<file path="config.mk">
export PLATFORM = sky130hd
export DESIGN_NAME = keyed_wdog
export DESIGN_NICKNAME = d
export VERILOG_FILES = /design/src/rtl/keyed_wdog_pkg.sv /design/src/rtl/keyed_wdog_limit.sv /design/src/rtl/keyed_wdog_key.sv /design/src/rtl/keyed_wdog.sv
export SDC_FILE = /design/constraint.sdc
export NUM_CORES = 1
export LEC_CHECK = 0
export ABC_CLOCK_PERIOD_IN_PS = 5700
export BUFFER_PORTS_ARGS = -buffer_cell sky130_fd_sc_hd__clkbuf_2
export CORE_MARGIN = 2
export CORE_UTILIZATION = 59
export DETAILED_ROUTE_END_ITERATION = 10
export GPL_TIMING_DRIVEN = 0
export PLACE_DENSITY = 0.78
export SKIP_LAST_GASP = 1
export SYNTH_ARGS = -nofsm -noshare
export SYNTH_HDL_FRONTEND = slang
export SYNTH_SLANG_ARGS = --single-unit
</file>
<file path="constraint.sdc">
create_clock -name clk -period 5.7 [get_ports clk]
set_input_delay 0.855 -clock clk [delete_from_list [all_inputs] [get_ports clk]]
set_output_delay 0.855 -clock clk [all_outputs]
set_load 0.05 [all_outputs]
</file>
<file path="src/rtl/keyed_wdog_pkg.sv">
package keyed_wdog_pkg;

    typedef enum logic [2:0] {
        KIND_NONE,
        KIND_ARM,
        KIND_FIRE,
        KIND_STRAY,
        KIND_BAD
    } key_kind_e;

    function automatic int max_of(input int a, input int b);
        return (a > b) ? a : b;
    endfunction

endpackage

</file>
<file path="src/rtl/keyed_wdog_limit.sv">
module keyed_wdog_limit
    import keyed_wdog_pkg::*;
#(
    parameter int CW      = 18,
    parameter int SLOW_E1 = 5,
    parameter int SLOW_E2 = 8,
    parameter int SLOW_E3 = 10,
    parameter int BUS_E1  = 13,
    parameter int BUS_E2  = 16,
    parameter int BUS_E3  = 18
) (
    input  logic [1:0]    tmo_sel,
    input  logic          src_bus,
    output logic          enabled,
    output logic [CW-1:0] last_cnt,
    output logic [CW-1:0] win_lo
);
    logic [5:0]  exp_sel;
    logic [63:0] period;

    always_comb begin
        unique case ({src_bus, tmo_sel})
            3'b001:  exp_sel = 6'(SLOW_E1);
            3'b010:  exp_sel = 6'(SLOW_E2);
            3'b011:  exp_sel = 6'(SLOW_E3);
            3'b101:  exp_sel = 6'(BUS_E1);
            3'b110:  exp_sel = 6'(BUS_E2);
            3'b111:  exp_sel = 6'(BUS_E3);
            default: exp_sel = 6'(SLOW_E3);
        endcase
        period   = 64'd1 << exp_sel;
        // last count before expiry, and start of the final quarter
        last_cnt = CW'(period - 64'd1);
        win_lo   = CW'(period - (period >> 2));
        enabled  = |tmo_sel;
    end

endmodule

</file>
<file path="src/rtl/keyed_wdog_key.sv">
module keyed_wdog_key
    import keyed_wdog_pkg::*;
#(
    parameter logic [7:0] KEY_ARM  = 8'h55,
    parameter logic [7:0] KEY_FIRE = 8'hAA
) (
    input  logic       svc_wr,
    input  logic [7:0] svc_data,
    input  logic       armed,
    output key_kind_e  kind
);
    always_comb begin
        if (!svc_wr) begin
            kind = KIND_NONE;
        end else if (svc_data == KEY_ARM) begin
            kind = KIND_ARM;
        end else if (svc_data == KEY_FIRE) begin
            kind = armed ? KIND_FIRE : KIND_STRAY;
        end else begin
            kind = KIND_BAD;
        end
    end

endmodule

</file>
<file path="src/rtl/keyed_wdog.sv">
module keyed_wdog
    import keyed_wdog_pkg::*;
#(
    parameter int         SLOW_E1  = 5,
    parameter int         SLOW_E2  = 8,
    parameter int         SLOW_E3  = 10,
    parameter int         BUS_E1   = 13,
    parameter int         BUS_E2   = 16,
    parameter int         BUS_E3   = 18,
    parameter logic [7:0] KEY_ARM  = 8'h55,
    parameter logic [7:0] KEY_FIRE = 8'hAA
) (
    input  logic       clk,
    input  logic       rst,
    input  logic       slow_tick,
    input  logic [1:0] tmo_sel,
    input  logic       src_bus,
    input  logic       win_en,
    input  logic       svc_wr,
    input  logic [7:0] svc_data,
    output logic       rst_req,
    output logic       cause_flag
);
    localparam int CW = max_of(max_of(max_of(SLOW_E1, SLOW_E2), max_of(SLOW_E3, BUS_E1)),
                               max_of(BUS_E2, BUS_E3));

    typedef struct packed {
        logic [CW-1:0] cnt;
        logic          armed;
        logic          req;
        logic          cause;
    } wd_state_t;

    wd_state_t     st_q, st_d;
    logic          enabled;
    logic [CW-1:0] last_cnt;
    logic [CW-1:0] win_lo;
    key_kind_e     kind;
    key_kind_e     kind_eff;
    logic          inc;
    logic          early;
    logic          fault;
    logic          expire;

    keyed_wdog_limit #(
        .CW(CW), .SLOW_E1(SLOW_E1), .SLOW_E2(SLOW_E2), .SLOW_E3(SLOW_E3),
        .BUS_E1(BUS_E1), .BUS_E2(BUS_E2), .BUS_E3(BUS_E3)
    ) limit_i (
        .tmo_sel (tmo_sel),
        .src_bus (src_bus),
        .enabled (enabled),
        .last_cnt(last_cnt),
        .win_lo  (win_lo)
    );

    keyed_wdog_key #(
        .KEY_ARM(KEY_ARM), .KEY_FIRE(KEY_FIRE)
    ) key_i (
        .svc_wr  (svc_wr),
        .svc_data(svc_data),
        .armed   (st_q.armed),
        .kind    (kind)
    );

    always_comb begin
        st_d     = st_q;
        st_d.req = 1'b0;
        // writes landing in the pulse cycle are dropped
        kind_eff = st_q.req ? KIND_NONE : kind;
        inc      = src_bus | slow_tick;
        early    = src_bus && win_en && (st_q.cnt < win_lo);
        fault    = (kind_eff == KIND_BAD) || ((kind_eff != KIND_NONE) && early);
        expire   = inc && (st_q.cnt >= last_cnt);

        if (!enabled) begin
            st_d.cnt   = '0;
            st_d.armed = 1'b0;
        end else if (fault || expire) begin
            st_d.req   = 1'b1;
            st_d.cause = 1'b1;
            st_d.cnt   = '0;
            st_d.armed = 1'b0;
        end else begin
            st_d.cnt = st_q.cnt + CW'(inc);
            unique case (kind_eff)
                KIND_ARM:  st_d.armed = 1'b1;
                KIND_FIRE: begin
                    st_d.cnt   = '0;
                    st_d.armed = 1'b0;
                end
                default: ;
            endcase
        end
    end

    always_ff @(posedge clk) begin
        if (rst) begin
            st_q <= '0;
        end else begin
            st_q <= st_d;
        end
    end

    assign rst_req    = st_q.req;
    assign cause_flag = st_q.cause;

    assert_bad_key_R3: assert property (@(posedge clk) disable iff (rst)
        (svc_wr && (svc_data != KEY_ARM) && (svc_data != KEY_FIRE)
         && (tmo_sel != 2'b00) && !rst_req) |=> rst_req);

    assert_disabled_quiet_R4: assert property (@(posedge clk) disable iff (rst)
        (tmo_sel == 2'b00) |=> !rst_req);

    assert_early_write_R7: assert property (@(posedge clk) disable iff (rst)
        (svc_wr && src_bus && win_en && (tmo_sel != 2'b00) && !rst_req
         && (st_q.cnt < win_lo)) |=> rst_req);

    assert_single_pulse_R9: assert property (@(posedge clk) disable iff (rst)
        rst_req |=> !rst_req);

    assert_cause_sticky_R10: assert property (@(posedge clk) disable iff (rst)
        cause_flag |=> cause_flag);

    assert_req_marks_cause_R10: assert property (@(posedge clk) disable iff (rst)
        rst_req |-> cause_flag);

    assert_reset_clears_R11: assert property (@(posedge clk) disable iff (rst)
        $past(rst) |-> (!rst_req && !cause_flag));

endmodule

</file>
==> flow_summary.yaml <==
pwr:
  pwr_density_cell_nw_per_um2: 143.1
  power_switching_share_pct: 33.95
  share_seq_of_total_power_pct: 37.3
  vdd.ir_drop.worst_v: 0.0001410
  cell_internal_pwr_mw: 0.2655
  power_frac_comb_pct: 39.1
  totalPowerFinal_mw: 0.4019
  net-switching-power_mw: 0.1365
  p_leak_nw: 1.251
  clkPwrFrac_pct: 23.5
logic_synthesis:
  ys_seq_area_share_pct: 16.56
  synthesis.yosys.warnings: 0
  synth-edff-count: 0
  postSynthCellCount: 306
  dominantRegCellSynth: "dfxtp_1"
  synth_seq_cells: 21
  synthDistinctLibCells: 58
  syn_avg_cell_area_um2: 8.296
  mappedNetlistArea_um2: 2539
  postSynth.asyncResetShare_pct: 0
global_route:
  grt_max_degree: 12
  grt.total_usage_pct: 23.05
  first_global_vias: 2103
  globalRoute.totalOverflow: 0
  grt_first_pass_wirelength_mm: 9.328
  antenna_found_initial: 0
timing:
  timing.final.max_slew_violations: 0
  min_period_over_period_pct: 78.74
  slew_headroom_pct: 60.57
  max_freq_mhz: 222.8
  number_of_endpoints_with_negative_hold_slack_in_the_final_report: 0
  rsz0062_at_grt: "no"
  worst_slew_pin_slew_ps: 587.0
  finalSetupViolations: 0
  timing.setup.tns_ps: 0
  layout_setup_ws_ps: 1212
  clock_period_minus_worst_slack_ps: 4488
  final.hold.worst_slack_ps: 489.4
  finClkSkew_ps: 3.065
setup_path:
  timing.critical_path.required_ps: 5900
  critPathLaunchType: "input port"
  cp_num_buf_inv: 4
  timing.critical_path.arrival_ps: 4690
  worst_path_max_delay_cell: "o41a_1"
  critical-path-max-stage-delay_ps: 400
  setup.worst_path.class: "in -> reg"
  worst_path_dominant_cell_family: "compound AO/OA/AOI/OAI gates"
  critical_path_peak_fanout: 10
  cp-end-kind: "flip-flop"
  cp_cell_sequence: "clkbuf_2, buf_4, nand2b_1, nor2_1, inv_1, ha_1, o21ai_1, a21oi_1, o41a_1, a221oi_1, o21ai_1, ha_1, nand4_1, nor3_1, o31ai_1, a31oi_2, nand3_4, buf_6, nor2_2"
floorplan:
  die_y_um: 69.60
  num_rows: 23
  die_area_um2: 4843
  core-area_um2: 4058
  ios: 18
  starting_density_of_the_core_pct: 62.57
  floorplan.die.width_um: 69.60
clock_network:
  worst_setup_hold_path_clk_slew_ps: 70
  cts.path.max_buffers: 2
  htree_depth: 1
  post_cts_gate_resize_count: 0
  cts_tree: "built"
  clk-insertion-delay-late_ps: 260
  ctsRootBufferMaster: "clkbuf_8"
  tritoncts_num_sinks: 21
  cts_hold_buffers: 0
  tritoncts_buffer_count: 3
  post_cts.repair.setup_buffers: 0
final_layout:
  num_antenna_cells: 0
  most_frequent_standard_cell_in_the_layout_excluding_fill_and_tap_cells: "ha_1"
  drive_gt1_share_pct: 14.08
  nets: 413
  layout.filler_cells: 353
  finalNonFillerCells: 398
  flow.area_growth_from_synthesis_pct: 10.65
  layout.cells.most_common_list: "47 x ha_1, 32 x nor2_1, 24 x conb_1"
place:
  place_congestion: 0.8294
  dp_cells: 394
  place.port_buffers: 16
  dp_hpwl_mm: 4.453
  pre_cts_slack_ps: 993.3
worst_hold_path:
  hold_path.class: "reg -> reg"
drt:
  drt_first_pass_iters: 4
  postRouteAntennaNets: 0
  routed_via_density: 5.613
  wl_mm: 5.298
  detailroute.via_count: 2234
  wire_per_inst_um: 13.31
  post-route-drc-count: 0
  initial_drc_count: 139
status:
  outcome: "finished clean"
job:
  maxCapViolCount: 0
## state kept, by name, indices dropped and copies added (netlist names)
register,flops
st_q,19
cause_flag,1
rst_req,1
## synth_stat cells (4+ instances only)
cell | n | area, µm²
ha_1 | 47 | 588.1
nor2_1 | 32 | 120.1
dfxtp_1 | 21 | 420.4
a21oi_1 | 20 | 100.1
nand2_1 | 20 | 75.07
o21ai_0 | 14 | 70.07
xnor2_1 | 14 | 122.6
xor2_1 | 14 | 122.6
nand3_1 | 13 | 65.06
inv_1 | 11 | 41.29
nor2_2 | 9 | 56.30
a21o_1 | 7 | 52.55
and3_1 | 7 | 43.79
nand4_1 | 5 | 31.28
nand4bb_1 | 4 | 45.04
nor3_1 | 4 | 20.02
o21bai_1 | 4 | 30.03
## power by group through the flow
| stage | logic, mW | clock network [mW] | registers [mW] |
|---|---|---|---|
| 2_1_floorplan | 0.119 | 0 | 0.157 |
| 3_3_place_gp | 0.148 | 0 | 0.153 |
| 3_5_place_dp | 0.152 | 0 | 0.153 |
| 4_1_cts | 0.152 | 0.0967 | 0.150 |
| 5_1_grt | 0.178 | 0.104 | 0.150 |
| 6_report | 0.157 | 0.0946 | 0.150 |
## metal layers
layer,part of all wire (%),global-route usage [%],wire length [µm],up-vias
met2,47,38.89,2514,24
met1,49,32.00,2621,1030
met5,0,0,0,-
li1,-,-,-,1178
met3,2.7,3.779,145,2
met4,0.32,2.179,17,0
## cell type report
type / count / area [µm²] / share of cell area [%]
flip-flops and latches: 21 / 420.4 / 14.97
inverters: 11 / 41.29 / 1.470
repair buffers: 16 / 80.08 / 2.851
plain buffers: 5 / 38.79 / 1.381
multi-input cells: 291 / 2121 / 75.50
well taps: 50 / 62.56 / 2.227
clock buffers: 4 / 45.04 / 1.604
## worst register-to-register path: stages, from the launching register on
cell	delay [ps]
dfxtp_1	450
ha_1	280
a21oi_1	140
o21ai_0	110
o31ai_1	340
a31oi_2	200
and2_2	270
and3_1	170
## through the flow
| step | cell area [µm²] | util (%) |
|---|---|---|
| 4_1_cts | 2809 | 69.23 |
| 6_report | 2809 | 69.23 |
| 2_1_floorplan | 2621 | - |
| 5_1_grt | 2809 | 69.23 |
| 3_3_place_gp | 2764 | 68.12 |
| 3_5_place_dp | 2764 | 68.12 |
## path summary, 6_finish.rpt
path / start / endpoint / slack [ps] / cells after the start
min: cause_flag / cause_flag / 490 / 1
max: tmo_sel[1] / st_q[13] / 1210 / 19
min reg2reg: cause_flag / cause_flag / 490 / 1
max reg2reg: st_q[10] / st_q[3] / 3630 / 7
## cell families (layout without fill, tap and decap cells)
kind of cell | count (synthesis) | count (layout) | synth area share, %
and+or+nand+nor | 113 | 113 | 24.54
AOI/OAI and AO/OA | 76 | 76 | 21.04
adders and majority gates | 48 | 48 | 23.95
xor gates and xnor gates | 28 | 28 | 9.660
DFF | 21 | 21 | 16.56
buffers and inverters | 16 | 36 | 3.154
other | 2 | 24 | 0.2958
muxes | 2 | 2 | 0.7886
(Power assumes the default switching activity.)
